## src/rtl/mmap_csel_pkg.sv

```systemverilog
package mmap_csel_pkg;
    localparam int ADDR_W = 16;
    localparam int NDEV   = 5;
    localparam int OFS_W  = 13;

    typedef enum logic [2:0] {
        DEV_STORE  = 3'd0,
        DEV_PERIPH = 3'd1,
        DEV_KEYPAD = 3'd2,
        DEV_VARRAM = 3'd3,
        DEV_SERRAM = 3'd4
    } dev_e;

    typedef struct packed {
        logic [NDEV-1:0] cs_n;
        logic            unmapped;
    } sel_t;

    // Base address compared against the cared-for lines.
    function automatic logic [ADDR_W-1:0] dev_base(input int d, input bit full);
        case (d)
            0:       return 16'h0000;
            1:       return 16'h4000;
            2:       return full ? 16'h9000 : 16'h8000;
            3:       return 16'hC000;
            default: return 16'hD000;
        endcase
    endfunction

    // Lines that take part in the comparison for each device.
    function automatic logic [ADDR_W-1:0] dev_care(input int d, input bit full);
        case (d)
            0:       return full ? 16'hE000 : 16'hC000;
            1:       return full ? 16'hFE00 : 16'hC000;
            2:       return full ? 16'hFFFC : 16'hC000;
            3:       return full ? 16'hF000 : 16'hD000;
            default: return full ? 16'hF000 : 16'hD000;
        endcase
    endfunction

    // Offset bits handed to each device.
    function automatic logic [OFS_W-1:0] dev_ofs_mask(input int d);
        case (d)
            0:       return 13'h1FFF;
            1:       return 13'h01FF;
            2:       return 13'h0003;
            default: return 13'h0FFF;
        endcase
    endfunction
endpackage

```

## src/rtl/mmap_csel_match.sv

```systemverilog
module mmap_csel_match #(
    parameter logic [15:0] CARE = 16'hFFFF,
    parameter logic [15:0] BASE = 16'h0000
) (
    input  logic [15:0] addr_i,
    output logic        hit_o
);
    always_comb hit_o = ((addr_i & CARE) == (BASE & CARE));
endmodule

```

## src/rtl/mmap_csel_reg.sv

```systemverilog
module mmap_csel_reg
    import mmap_csel_pkg::*;
(
    input  logic clk_i,
    input  logic rst_i,
    input  sel_t d_i,
    output sel_t q_o
);
    always_ff @(posedge clk_i) begin
        if (rst_i) begin
            q_o.cs_n     <= '1;
            q_o.unmapped <= 1'b0;
        end else begin
            q_o <= d_i;
        end
    end

    assert_copy_follows_R10: assert property (@(posedge clk_i) disable iff (rst_i)
        $past(!rst_i) |-> (q_o == $past(d_i)));
endmodule

```

## src/rtl/mmap_csel.sv

```systemverilog
module mmap_csel
    import mmap_csel_pkg::*;
#(
    parameter bit FULL_DECODE = 1'b1
) (
    input  logic              clk_i,
    input  logic              rst_i,
    input  logic [ADDR_W-1:0] addr_i,
    input  logic              addr_valid_n_i,
    output logic [NDEV-1:0]   cs_n_o,
    output logic              unmapped_o,
    output logic [OFS_W-1:0]  offset_o,
    output logic [NDEV-1:0]   cs_n_q_o,
    output logic              unmapped_q_o
);
    logic [NDEV-1:0] hit;
    logic [NDEV-1:0] sel;
    sel_t            cur, held;

    for (genvar d = 0; d < NDEV; d++) begin : g_dev
        mmap_csel_match #(
            .CARE(dev_care(d, FULL_DECODE)),
            .BASE(dev_base(d, FULL_DECODE))
        ) match_i (
            .addr_i(addr_i),
            .hit_o (hit[d])
        );
    end

    always_comb begin
        sel      = addr_valid_n_i ? '0 : hit;
        offset_o = '0;
        for (int d = 0; d < NDEV; d++) begin
            if (sel[d]) offset_o = addr_i[OFS_W-1:0] & dev_ofs_mask(d);
        end
    end

    assign cs_n_o       = ~sel;
    assign unmapped_o   = !addr_valid_n_i && (sel == '0);
    assign cur.cs_n     = cs_n_o;
    assign cur.unmapped = unmapped_o;

    mmap_csel_reg reg_i (
        .clk_i(clk_i),
        .rst_i(rst_i),
        .d_i  (cur),
        .q_o  (held)
    );

    assign cs_n_q_o     = held.cs_n;
    assign unmapped_q_o = held.unmapped;

    assert_idle_strobe_R5: assert property (@(posedge clk_i) disable iff (rst_i)
        addr_valid_n_i |-> (cs_n_o == '1 && !unmapped_o));
    assert_single_select_R6: assert property (@(posedge clk_i) disable iff (rst_i)
        $onehot0(~cs_n_o));
    assert_flag_excl_R7: assert property (@(posedge clk_i) disable iff (rst_i)
        unmapped_o |-> (cs_n_o == '1));
    assert_offset_zero_R8: assert property (@(posedge clk_i) disable iff (rst_i)
        (cs_n_o == '1) |-> (offset_o == '0));
    assert_partial_covers_R9: assert property (@(posedge clk_i) disable iff (rst_i)
        (!FULL_DECODE && !addr_valid_n_i) |-> (!unmapped_o && $countones(~cs_n_o) == 1));
endmodule

```

## config.mk

```make
export PLATFORM = sky130hd
export DESIGN_NAME = mmap_csel
export DESIGN_NICKNAME = d
export VERILOG_FILES = /design/src/rtl/mmap_csel_pkg.sv /design/src/rtl/mmap_csel_match.sv /design/src/rtl/mmap_csel_reg.sv /design/src/rtl/mmap_csel.sv
export SDC_FILE = /design/constraint.sdc
export NUM_CORES = 1
export LEC_CHECK = 0
export ABC_AREA = 1
export BUFFER_PORTS_ARGS = -buffer_cell sky130_fd_sc_hd__buf_4
export CAP_MARGIN = 10
export CORE_AREA = 3 3 40 42
export DETAILED_ROUTE_END_ITERATION = 8
export DIE_AREA = 0 0 43 45
export PLACE_DENSITY = 0.73
export SYNTH_ARGS = -nofsm -noshare
export SYNTH_HDL_FRONTEND = slang
export SYNTH_SLANG_ARGS = --single-unit
```

## constraint.sdc

```tcl
create_clock -name clk_i -period 1 [get_ports clk_i]
set_clock_uncertainty 0.15 [all_clocks]
set_input_delay 0.05 -clock clk_i [delete_from_list [all_inputs] [get_ports clk_i]]
set_output_delay 0.05 -clock clk_i [all_outputs]
set_load 0.05 [all_outputs]
```

==> results.txt, run 1 <==
Yosys warning count - 0
syn avg cell area - 5.77 µm²
top cells by area, synth - dfxtp_1 29%, inv_1 17%, nand2_1 16%
number of H-tree levels - 1
Log Error - [ERROR DPL-0038] Utilization greater than 100%, impossible to legalize
chip height - 45 µm
pin count of the biggest net entering global routing - 8
Crit. endpoint post-GRT repair - offset_o[4]
Clock Tree Root - clkbuf_4
Failed at - 5_1_grt
post-synth top area cell - dfxtp_1
Net Count, Synth - 91
CTS Sinks - 6
TritonCTS Buffers - 3
IO Pins - 44
status - did not finish
worst_ep kind - top-level output
Post-Synthesis Cell Area - 415 µm²
die width - 43 µm
clk buf depth - 2
Starting Density - 0.323
DP Worst Slack - -0.297 ns
FF+latch count, synth - 6
sequential-to-total area share from yosys stat - 0.289
post-synthesis cell count - 72
FP Rows - 13
post-synth top area share - 0.289
DP Wirelength - 1.27 mm
Synth cell types - 12
port bufs - 43
gpl congestion - 0.782
## per-stage QoR
stage	TNS (ns)	instance area, µm²	utilization	hold WS [ns]	cells
CTS	-2.10	1210	0.945	-0.00196	147
floorplan	-2.29	520	-	-0.0276	72
global placement	-3.86	930	0.723	0.0717	139
detailed placement	-4.51	930	0.723	0.0745	139
## cells by family after synthesis
family,synth area share
and+or+nand+nor,0.476
DFF,0.289
buffers and inverters,0.181
AOI/OAI and AO/OA,0.0542
## synth_stat cells
| cell type | number |
|---|---|
| a21boi_0 | 3 |
| dfxtp_1 | 6 |
| inv_1 | 19 |
| inv_2 | 1 |
| nand2_1 | 18 |
| nand2_2 | 1 |
| nand3_1 | 2 |
| nand3_2 | 1 |
| nand4_1 | 1 |
| nor2_1 | 15 |
| nor2_2 | 3 |
| nor2_4 | 2 |
## what timing repair did
action / in CTS
gates resized for setup: 61
endpoints found under the setup margin: 18
endpoints found under the hold margin: 6
hold buffers: 1
setup buffers: 4
pin swaps: 17
==> inputs of run 2 (changes only) <==
--- a/config.mk
+++ b/config.mk
@@ -8,10 +8,10 @@
 export ABC_AREA = 1
 export BUFFER_PORTS_ARGS = -buffer_cell sky130_fd_sc_hd__buf_4
 export CAP_MARGIN = 10
-export CORE_AREA = 3 3 40 42
+export CORE_AREA = 3 3 64 66
 export DETAILED_ROUTE_END_ITERATION = 8
-export DIE_AREA = 0 0 43 45
-export PLACE_DENSITY = 0.73
+export DIE_AREA = 0 0 67 69
+export PLACE_DENSITY_LB_ADDON = 0.15
 export SYNTH_ARGS = -nofsm -noshare
 export SYNTH_HDL_FRONTEND = slang
 export SYNTH_SLANG_ARGS = --single-unit
==> results.txt, run 2 <==
Crit Path Class - input port to primary output
Fill cells - 380
multi-input logic area - 450 µm²
first-pass GRT wire length - 3.06 mm
worst-margin pin slew - 0.194 ns
gr ovfl total - 0
vias in the first global route - 753
Area growth syn-to-layout - 239%
DP Worst Slack - -0.273 ns (+0.0234 ns)
crit-path max FO - 7
Pleak - 0.000648 µW
EDFF count, synth - 0 (unchanged)
crit start category - input port
sequential-to-total area share from yosys stat - 0.289 (unchanged)
port bufs - 43 (unchanged)
ANT nets after route - 0
Most flops, register - reg_i.q_o
pin count of the biggest net entering global routing - 8
Diodes inserted - 0
status - complete, but fails checks
layout cells sized above 1 - 0.875
Power Total - 1010 µW
final setup TNS - -2.00 ns
initial antenna violation count - 0
Clock Tree Root - clkbuf_8
PwrDens - 720 nW/µm²
Tcrit/Tclk final - 1.19
most common cell after layout, fill and taps aside - buf_4
top cells by area, synth - dfxtp_1 29%, inv_1 17%, nand2_1 16%
routed wire length - 1.75 mm
synth cell count leaders - 19 x inv_1, 18 x nand2_1, 15 x nor2_1
Hold Crit Class - input port to register
CTS clk-pin slew, worst paths - 0.03 ns
register area - 120 µm²
core area - 3630 µm²
setup violators final - 17
Final min period - 1.19 ns
Starting Density - 0.114 (-0.209)
relative slew slack - 0.870
TritonCTS Buffers - 3 (unchanged)
syn avg cell area - 5.77 µm² (unchanged)
WL/cell - 9.50 µm
first drt pass iteration count - 2
max reg flops - 6
die footprint - 4620 µm²
failing checks - negative setup slack
Via density - 3.63
post-synth top area share - 0.289 (unchanged)
post-synthesis cell count - 72 (unchanged)
RSZ-0062 raised after global routing - true
Final Hold Vio Count - 0
post-synth top area cell - dfxtp_1
setup slack after layout - -0.188 ns
Top FF cell, synth - dfxtp_1
Post-Synthesis Cell Area - 415 µm² (unchanged)
Nets - 157
GRT Util Overall - 0.0840
DR vias - 668
WP data arrival - 0.99 ns
Yosys warning count - 0 (unchanged)
most frequent cells in the layout - 32 x buf_4, 16 x nor2_4, 14 x buf_6, 13 x buf_8, 9 x nand2_4
IO Pins - 44 (unchanged)
Max Cap Viol - 0
Worst Path Required - 0.80 ns
VDD IR max - 0.000370 V
asr flop ratio synth - 0 (unchanged)
CTS tree - yes
chip height - 69 µm (+53%)
FF+latch count, synth - 6 (unchanged)
most frequent cell after synthesis - inv_1
Synth cell types - 12 (unchanged)
endpoint class of the critical path - primary output
FP Rows - 22 (+9)
Net Count, Synth - 91 (unchanged)
CTS Sinks - 6 (unchanged)
die width - 67 µm (+56%)
FMAX - 0.842 GHz
number of H-tree levels - 1 (unchanged)
clk buf depth - 2 (unchanged)
initial drt markers - 5
DP Wirelength - 1.41 mm (+12%)
DRC viols - 0
Final Max Tran Viols - 0
largest registers - reg_i.q_o (6)
gpl congestion - 0.752 (-3.8%)
[run 2: cell counts after synthesis]
Identical to the previous run, type by type.
[run 2: critical path, stage by stage]
cell        delay, ns
buf_8            0.10
inv_4            0.05
nor2_4           0.03
nand2_2          0.07
nor2_4           0.04
nor2_4           0.17
nand2_8          0.13
nand2_4          0.10
clkinvlp_4       0.08
buf_8            0.15
[run 2: layer usage]
metal	GRT usage	part of all wire
met1	0.0896	0.34
met2	0.142	0.53
met3	0.0407	0.12
met4	0.0270	0.010
met5	0	0
[run 2: path summary, 6_finish.rpt]
kind        from            to  slack, ns  cells past startpoint
min   addr_i[12]  reg_i.q_o[4]       0.02                      4
max   addr_i[14]   offset_o[6]      -0.19                     10
[run 2: final cells by class]
cell class,instances,share of cell area
inverter,20,0.0808
timing repair buffer,61,0.442
sequential,6,0.0853
tap,48,0.0426
clock buffer,3,0.0293
multi-input combinational,46,0.320
[run 2: kinds of logic (layout without fill, tap and decap cells)]
family	after synthesis	in the layout	synth area share
DFF	6	6	0.289
and+or+nand+nor	43	43	0.476
buffers and inverters	20	84	0.181
AOI/OAI and AO/OA	3	3	0.0542
[run 2: where the power goes]
group          internal [µW]  switching [µW]  leakage, µW
logic                    184             242     0.000577
clock network            257            85.1    0.0000216
registers                245            1.11    0.0000489
total                    686             329     0.000648
[run 2: what timing repair did]
| item | CTS | global route |
|---|---|---|
| setup endpoints to repair | 18 | 24 |
| gates resized for setup | 70 | 17 |
| gates cloned | 0 | 0 |
| buffers inserted | 6 | 2 |
| hold buffers | 1 | 1 |
| hold endpoints to repair | 6 | 6 |
| pin swaps | 13 | 16 |
[run 2: per-stage QoR]
step,hold slack (ns),instances,utilization,area [µm²]
floorplan,-0.0276,72,-,520
global placement,0.0746,173,0.269,978
detailed placement,0.0771,173,0.269,978
CTS,0.0104,183,0.372,1350
global route,0.0504,184,0.388,1410
finish,0.0201,184,0.388,1410
No activity file was read; power rests on OpenSTA's default activity.
